### config.mk
export PLATFORM = sky130hd
export DESIGN_NAME = rxq_top
export DESIGN_NICKNAME = d
export VERILOG_FILES = /design/src/rtl/rxq_pkg.sv /design/src/rtl/rxq_flush_ctl.sv /design/src/rtl/rxq_ctrl.sv /design/src/rtl/rxq_store.sv /design/src/rtl/rxq_top.sv
export SDC_FILE = /design/constraint.sdc
export NUM_CORES = 1
export LEC_CHECK = 0
export BUFFER_PORTS_ARGS = -buffer_cell sky130_fd_sc_hd__clkbuf_2
export CAP_MARGIN = 20
export CORE_MARGIN = 2
export CORE_UTILIZATION = 60
export CTS_BUF_LIST = sky130_fd_sc_hd__clkbuf_4 sky130_fd_sc_hd__clkbuf_8
export CTS_CLUSTER_DIAMETER = 120
export DETAILED_ROUTE_END_ITERATION = 7
export PLACE_DENSITY = 0.79
export SYNTH_ARGS = -nofsm -noshare
export SYNTH_HDL_FRONTEND = slang
export SYNTH_SLANG_ARGS = --single-unit
### constraint.sdc
create_clock -name clk -period 4.5 [get_ports clk]
set_clock_uncertainty 0.15 [all_clocks]
set_input_delay 0.9 -clock clk [delete_from_list [all_inputs] [get_ports clk]]
set_output_delay 0.9 -clock clk [all_outputs]
set_load 0.005 [all_outputs]
### src/rtl/rxq_pkg.sv
package rxq_pkg;
    localparam int CHAR_W  = 8;
    localparam int ENTRY_W = CHAR_W + 2;

    typedef struct packed {
        logic              frame_err;
        logic              parity_err;
        logic [CHAR_W-1:0] data;
    } rxq_entry_t;
endpackage

### src/rtl/rxq_flush_ctl.sv
module rxq_flush_ctl (
    input  logic clk,
    input  logic rst_n,
    input  logic flush_req,
    output logic busy
);
    typedef struct packed {
        logic busy;
    } flush_st_t;

    flush_st_t st_d, st_q;

    always_comb begin
        st_d      = st_q;
        st_d.busy = flush_req;
    end

    always_ff @(posedge clk or negedge rst_n) begin
        if (!rst_n) st_q <= '0;
        else        st_q <= st_d;
    end

    assign busy = st_q.busy;

    AST_BUSY_SELF_CLEARS: assert property (@(posedge clk) disable iff (!rst_n)
        busy && !flush_req |=> !busy);
endmodule

### src/rtl/rxq_ctrl.sv
module rxq_ctrl #(
    parameter int DEPTH = 16,
    localparam int PTR_W = $clog2(DEPTH),
    localparam int CNT_W = $clog2(DEPTH + 1)
) (
    input  logic             clk,
    input  logic             rst_n,
    input  logic             push,
    input  logic             pop,
    input  logic             clear,
    output logic             wr_en,
    output logic             rd_en,
    output logic             pop_zero,
    output logic [PTR_W-1:0] wr_ptr,
    output logic [PTR_W-1:0] rd_ptr,
    output logic [CNT_W-1:0] count,
    output logic             overrun
);
    localparam logic [CNT_W-1:0] CNT_MAX = CNT_W'(DEPTH);
    localparam logic [PTR_W-1:0] PTR_MAX = PTR_W'(DEPTH - 1);

    typedef struct packed {
        logic [PTR_W-1:0] wr_ptr;
        logic [PTR_W-1:0] rd_ptr;
        logic [CNT_W-1:0] count;
        logic             ovr;
    } ctrl_st_t;

    ctrl_st_t st_d, st_q;
    logic     is_full, is_empty, take_push, take_pop;

    always_comb begin
        is_full   = (st_q.count == CNT_MAX);
        is_empty  = (st_q.count == '0);
        take_push = push && !is_full && !clear;
        take_pop  = pop && !is_empty && !clear;
        st_d      = st_q;
        if (clear) begin
            st_d = '0;
        end else begin
            if (take_push)
                st_d.wr_ptr = (st_q.wr_ptr == PTR_MAX) ? '0 : st_q.wr_ptr + PTR_W'(1);
            if (take_pop)
                st_d.rd_ptr = (st_q.rd_ptr == PTR_MAX) ? '0 : st_q.rd_ptr + PTR_W'(1);
            if (take_push && !take_pop)
                st_d.count = st_q.count + CNT_W'(1);
            else if (take_pop && !take_push)
                st_d.count = st_q.count - CNT_W'(1);
            if (push && is_full)
                st_d.ovr = 1'b1;
        end
    end

    always_ff @(posedge clk or negedge rst_n) begin
        if (!rst_n) st_q <= '0;
        else        st_q <= st_d;
    end

    assign wr_en    = take_push;
    assign rd_en    = take_pop;
    assign pop_zero = pop && is_empty && !clear;
    assign wr_ptr   = st_q.wr_ptr;
    assign rd_ptr   = st_q.rd_ptr;
    assign count    = st_q.count;
    assign overrun  = st_q.ovr;

    AST_COUNT_BOUND: assert property (@(posedge clk) disable iff (!rst_n)
        count <= CNT_MAX);
    AST_FULL_NO_GROW: assert property (@(posedge clk) disable iff (!rst_n)
        (count == CNT_MAX) && push && !pop && !clear |=> count == CNT_MAX);
    AST_OVR_STICKY: assert property (@(posedge clk) disable iff (!rst_n)
        overrun && !clear |=> overrun);
    AST_EMPTY_POP_KEEPS: assert property (@(posedge clk) disable iff (!rst_n)
        (count == '0) && pop && !push && !clear |=> count == '0);
    AST_PAIR_STEADY: assert property (@(posedge clk) disable iff (!rst_n)
        push && pop && !clear && (count != '0) && (count != CNT_MAX)
        |=> $stable(count));
    AST_FLUSH_EMPTIES: assert property (@(posedge clk) disable iff (!rst_n)
        clear |=> (count == '0) && !overrun);
endmodule

### src/rtl/rxq_store.sv
module rxq_store
    import rxq_pkg::*;
#(
    parameter int DEPTH = 16,
    localparam int PTR_W = $clog2(DEPTH)
) (
    input  logic             clk,
    input  logic             rst_n,
    input  logic             wr_en,
    input  logic [PTR_W-1:0] wr_ptr,
    input  rxq_entry_t       wr_entry,
    input  logic             rd_en,
    input  logic             pop_zero,
    input  logic [PTR_W-1:0] rd_ptr,
    input  logic             clear,
    output rxq_entry_t       rd_entry
);
    typedef struct packed {
        logic [DEPTH-1:0][ENTRY_W-1:0] mem;
        logic [ENTRY_W-1:0]            rdata;
    } store_st_t;

    store_st_t st_d, st_q;

    always_comb begin
        st_d = st_q;
        if (wr_en)
            st_d.mem[wr_ptr] = wr_entry;
        if (clear || pop_zero)
            st_d.rdata = '0;
        else if (rd_en)
            st_d.rdata = st_q.mem[rd_ptr];
    end

    always_ff @(posedge clk or negedge rst_n) begin
        if (!rst_n) st_q <= '0;
        else        st_q <= st_d;
    end

    assign rd_entry = rxq_entry_t'(st_q.rdata);

    AST_ZERO_ON_EMPTY_POP: assert property (@(posedge clk) disable iff (!rst_n)
        pop_zero |=> rd_entry == '0);
    AST_RDATA_HOLDS: assert property (@(posedge clk) disable iff (!rst_n)
        !rd_en && !pop_zero && !clear |=> $stable(rd_entry));
endmodule

### src/rtl/rxq_top.sv
module rxq_top
    import rxq_pkg::*;
#(
    parameter int DEPTH      = 16,
    parameter int AFULL_LVL  = 12,
    parameter int TX_CNT_W   = 5,
    localparam int PTR_W     = $clog2(DEPTH),
    localparam int CNT_W     = $clog2(DEPTH + 1),
    localparam int IDX_W     = 16,
    localparam int RX_LSB    = 8
) (
    input  logic                clk,
    input  logic                rst_n,
    input  logic                push_valid,
    input  logic [CHAR_W-1:0]   push_char,
    input  logic                push_parity_err,
    input  logic                push_frame_err,
    input  logic                pop_strobe,
    input  logic                flush_req,
    input  logic [TX_CNT_W-1:0] tx_level,
    output logic [ENTRY_W-1:0]  rd_data,
    output logic [IDX_W-1:0]    fifo_index,
    output logic                almost_full,
    output logic                full,
    output logic                overrun,
    output logic                flush_busy
);
    logic             busy, wr_en, rd_en, pop_zero;
    logic [PTR_W-1:0] wr_ptr, rd_ptr;
    logic [CNT_W-1:0] count;
    rxq_entry_t       in_entry, out_entry;

    always_comb begin
        in_entry.frame_err  = push_frame_err;
        in_entry.parity_err = push_parity_err;
        in_entry.data       = push_char;
    end

    rxq_flush_ctl u_flush (
        .clk       (clk),
        .rst_n     (rst_n),
        .flush_req (flush_req),
        .busy      (busy)
    );

    rxq_ctrl #(.DEPTH(DEPTH)) u_ctrl (
        .clk      (clk),
        .rst_n    (rst_n),
        .push     (push_valid),
        .pop      (pop_strobe),
        .clear    (busy),
        .wr_en    (wr_en),
        .rd_en    (rd_en),
        .pop_zero (pop_zero),
        .wr_ptr   (wr_ptr),
        .rd_ptr   (rd_ptr),
        .count    (count),
        .overrun  (overrun)
    );

    rxq_store #(.DEPTH(DEPTH)) u_store (
        .clk      (clk),
        .rst_n    (rst_n),
        .wr_en    (wr_en),
        .wr_ptr   (wr_ptr),
        .wr_entry (in_entry),
        .rd_en    (rd_en),
        .pop_zero (pop_zero),
        .rd_ptr   (rd_ptr),
        .clear    (busy),
        .rd_entry (out_entry)
    );

    always_comb begin
        fifo_index                        = '0;
        fifo_index[TX_CNT_W-1:0]          = tx_level;
        fifo_index[RX_LSB +: CNT_W]       = count;
    end

    assign rd_data     = out_entry;
    assign almost_full = (count >= CNT_W'(AFULL_LVL));
    assign full        = (count == CNT_W'(DEPTH));
    assign flush_busy  = busy;

    AST_FULL_IMPLIES_AFULL: assert property (@(posedge clk) disable iff (!rst_n)
        full |-> almost_full);
    AST_FLUSH_BUSY_FOLLOWS: assert property (@(posedge clk) disable iff (!rst_n)
        flush_req |=> flush_busy);
endmodule

==> run_results.csv <==
group,metric,value,unit
sta,timing_worst_slew_pin_value,939,ps
place,gpl.final_weighted_congestion,0.881,
cts,clock_sink_count,185,
logic_synthesis,seq_area_frac_synth,0.525,
min_path,holdCritPathClass,"input pin to asynchronous set/reset pin",
pwr,power_per_cell_area,434,nW/um^2
finish,nets,640,
worst_setup_path,crit_path_cells,"or4_4, and2_1, or3_1, ha_1, nor2b_1, o21ai_0, a211oi_1, a41oi_1, a31oi_1",
cts,postCtsHoldBufs,0,
worst_setup_path,timing.critical_path.slowest_stage_cell,"sky130_fd_sc_hd__or4_4",
worst_setup_path,worstSetupStartpointType,"flip-flop",
grt,grt_max_degree,112,
logic_synthesis,synth_area,8820,sq um
floorplanning,core_area,14400,sq um
routing,drt_drc_violations_left,0,
floorplanning,die_width,125,um
routing,drt_iter0_markers,338,
floorplanning,ports,50,
finish,layout.core_utilization,0.659,
worst_setup_path,crit_arrival,3480,ps
grt,global_route.usage.total,0.242,
sta,clock.fmax,303,MHz
grt,grt_first_pass_wirelength,28800,um
floorplanning,die_y,125,um
finish,area_growth,7.85,%
pwr,power_leakage,0.00441,uW
grt,antenna_found_initial,0,
logic_synthesis,synth_ff_type,"sky130_fd_sc_hd__dfrtp_1",
outcome,run_status,"complete, no violations",
routing,detailedRoute.firstPassIterationCount,4,
sta,setup_violations_final,0,
place,post-place-cells,775,
cts,cts_repair_resize_count,0,
routing,vias,5007,
sta,finalHoldViolations,0,
cts,cts_htree_levels,4,
worst_setup_path,cp.buffers_inverters,0,
logic_synthesis,postSynth.asyncResetShare,1.00,
worst_setup_path,cp.required,4680,ps
place,place_hpwl,11500,um
place,place_worst_setup_slack,1190,ps
cts,cts_buffer_depth,2,
cts,clock_tree.root_cell,"sky130_fd_sc_hd__clkbuf_8",
sta,post-route-min-period,3300,ps
finish,final_cells,808,
logic_synthesis,syn_avg_cell_area,14.7,sq um
routing,viasPerCell,6.20,
sta,timing.final.ws_setup,1200,ps
place,portBuffers,33,
worst_setup_path,crit_path_max_incr_delay,580,ps
sta,tns,0,ps
worst_setup_path,timing.critical_path.max_delay_family,"simple AND/OR/NAND/NOR gates",
worst_setup_path,crit_reg_reg_startpoint,"u_ctrl.count[0]",
logic_synthesis,number_of_warnings_issued_by_yosys,0,
cts,clkLatencyLatePin,480,ps
worst_setup_path,end_kind,"flip-flop",
sta,hold_slack,54.7,ps
worst_setup_path,worst_r2r_path_depth,9,
sta,timing_max_transition_violations_final,0,
routing,detail_route.wirelength,17600,um
worst_setup_path,critical_path_class,"flip-flop to flip-flop",
cts,tritoncts.num_buffers,17,
cts,clock_tree_from_tritoncts,"done",
routing,wl_per_cell,21.8,um
finish,num_antenna_cells,0,
logic_synthesis,synth_edf_count,0,
logic_synthesis,seq_cells_post_synth,185,
worst_setup_path,reg2reg_slack,1200,ps
floorplanning,placementRows,44,
finish,final_layout_size_suffix_gt1_frac,0.492,
sta,timing.slew.headroom,0.371,
worst_setup_path,worst_reg2reg_endpoint,"u_ctrl.count[4]",
floorplanning,die-area,15700,sq um
worst_setup_path,timing.critical_path.fanout_max,6,
job,drv_cap,0,
cts,clkTransAtPathRegs,90,ps
logic_synthesis,netlist_instances,598,
sta,layout_worst_path_cycle_share,0.733,
routing,final_antenna_net_count,0,
logic_synthesis,synth.lib_cells_used.distinct,45,
cts,post_cts_buffers,0,
pwr,max-vdd-ir-drop,0.325,mV
worst_setup_path,crit_path_start,"u_ctrl.count[0]",
grt,via_count_of_the_first_global_routing_pass,5344,
sta,grt_setup_unrepaired,"no",
grt,grt_remaining_overflow,0,
floorplanning,floorplan.initialDensity,0.611,
## logic make-up after synthesis
family	share of synthesized area
XOR/XNOR	0.00397
adder cells (fa/ha/maj)	0.0136
multiplexers	0.331
buffers and inverters	0.0358
AND/OR/NAND/NOR	0.0529
AO/OA/AOI/OAI	0.0379
flip-flops	0.525
other	0.000425
## power breakdown
group	internal (uW)	switching, uW	total, uW	leakage (uW)
Sequential	1860	188	2050	0.00251
Combinational	423	373	796	0.00167
Clock	687	597	1280	0.000238
## worst register-to-register path, delay by kind of cell (launching register included)
kind | cells | cell delay [ps]
flops | 1 | 450
simple gates | 4 | 1310
fa+ha+maj | 1 | 350
compound gates | 4 | 900
## placed cells by master (no fill, tap or decap), types with 6 or more instances in the layout
cell type	Yosys	layout
sky130_fd_sc_hd__mux4_2	40	40
sky130_fd_sc_hd__inv_1	7	7
sky130_fd_sc_hd__o21ai_0	7	7
sky130_fd_sc_hd__clkbuf_8	0	18
sky130_fd_sc_hd__a21oi_1	11	11
sky130_fd_sc_hd__mux2_2	170	170
sky130_fd_sc_hd__nand2_1	22	22
sky130_fd_sc_hd__clkbuf_2	0	32
sky130_fd_sc_hd__a22oi_1	9	9
sky130_fd_sc_hd__o21ai_1	8	8
sky130_fd_sc_hd__nor2_1	12	12
sky130_fd_sc_hd__mux2i_1	10	10
sky130_fd_sc_hd__nor2_4	12	12
sky130_fd_sc_hd__dfrtp_1	185	183
sky130_fd_sc_hd__conb_1	1	6
sky130_fd_sc_hd__ha_1	8	8
## cells in the mapped netlist, types with 3 or more instances
master,instances,area (sq um)
sky130_fd_sc_hd__nand2_4,4,45.0
sky130_fd_sc_hd__o21ai_1,8,40.0
sky130_fd_sc_hd__nand3_1,3,15.0
sky130_fd_sc_hd__mux2_2,170,1910
sky130_fd_sc_hd__o21ai_0,7,35.0
sky130_fd_sc_hd__buf_4,25,188
sky130_fd_sc_hd__nand2_1,22,82.6
sky130_fd_sc_hd__a21oi_1,11,55.1
sky130_fd_sc_hd__mux4_2,40,901
sky130_fd_sc_hd__xor2_1,4,35.0
sky130_fd_sc_hd__or3_1,3,18.8
sky130_fd_sc_hd__nor2b_1,5,31.3
sky130_fd_sc_hd__nand2b_1,3,18.8
sky130_fd_sc_hd__clkbuf_1,17,63.8
sky130_fd_sc_hd__nor2_4,12,135
sky130_fd_sc_hd__inv_1,7,26.3
sky130_fd_sc_hd__a22oi_1,9,67.6
sky130_fd_sc_hd__nor2_1,12,45.0
sky130_fd_sc_hd__buf_2,6,30.0
sky130_fd_sc_hd__dfrtp_1,185,4630
sky130_fd_sc_hd__mux2i_1,10,100
sky130_fd_sc_hd__ha_1,8,100
## final cells by class
type,count,area (sq um)
well taps,184,230
inverters,7,26.3
fillers,1022,4910
clock buffers,19,255
clock inverters,13,213
repair buffers,39,262
multi-input cells,361,3890
flip-flops and latches,185,4630
## sequential cells by signal, indices dropped and copies added, names as in the netlist
name	cells
u_store.st_q	160
u_store.rd_entry	10
u_ctrl.count	5
u_ctrl.rd_ptr	4
u_ctrl.wr_ptr	4
u_ctrl.overrun	1
u_flush.busy	1
## worst max path at each step
stage                      endpoint  slack (ps)  cells past startpoint
floorplan           u_ctrl.count[4]        1490                      9
global placement    u_ctrl.count[4]        1310                      9
detailed placement  u_ctrl.count[4]        1190                      9
CTS                 u_ctrl.count[4]        1240                      9
global route        u_ctrl.count[4]        1000                      9
finish              u_ctrl.count[4]        1200                      9
## metal layers
layer  global-route usage  vias up  wire, um
met1                0.327     2668      7730
met4               0.0784        0       346
li1                     -     2189         -
met3               0.0693       28       733
met2                0.384      122      8800
met5                    0        -         0
## through the flow
stage / cell area (sq um) / total power, uW
2_1_floorplan: 8840 / 2650
3_3_place_gp: 9020 / 2830
3_5_place_dp: 9020 / 2880
4_1_cts: 9480 / 4160
5_1_grt: 9510 / 4330
6_report: 9510 / 4130
Note: power is estimated with default switching activity, not from simulation.
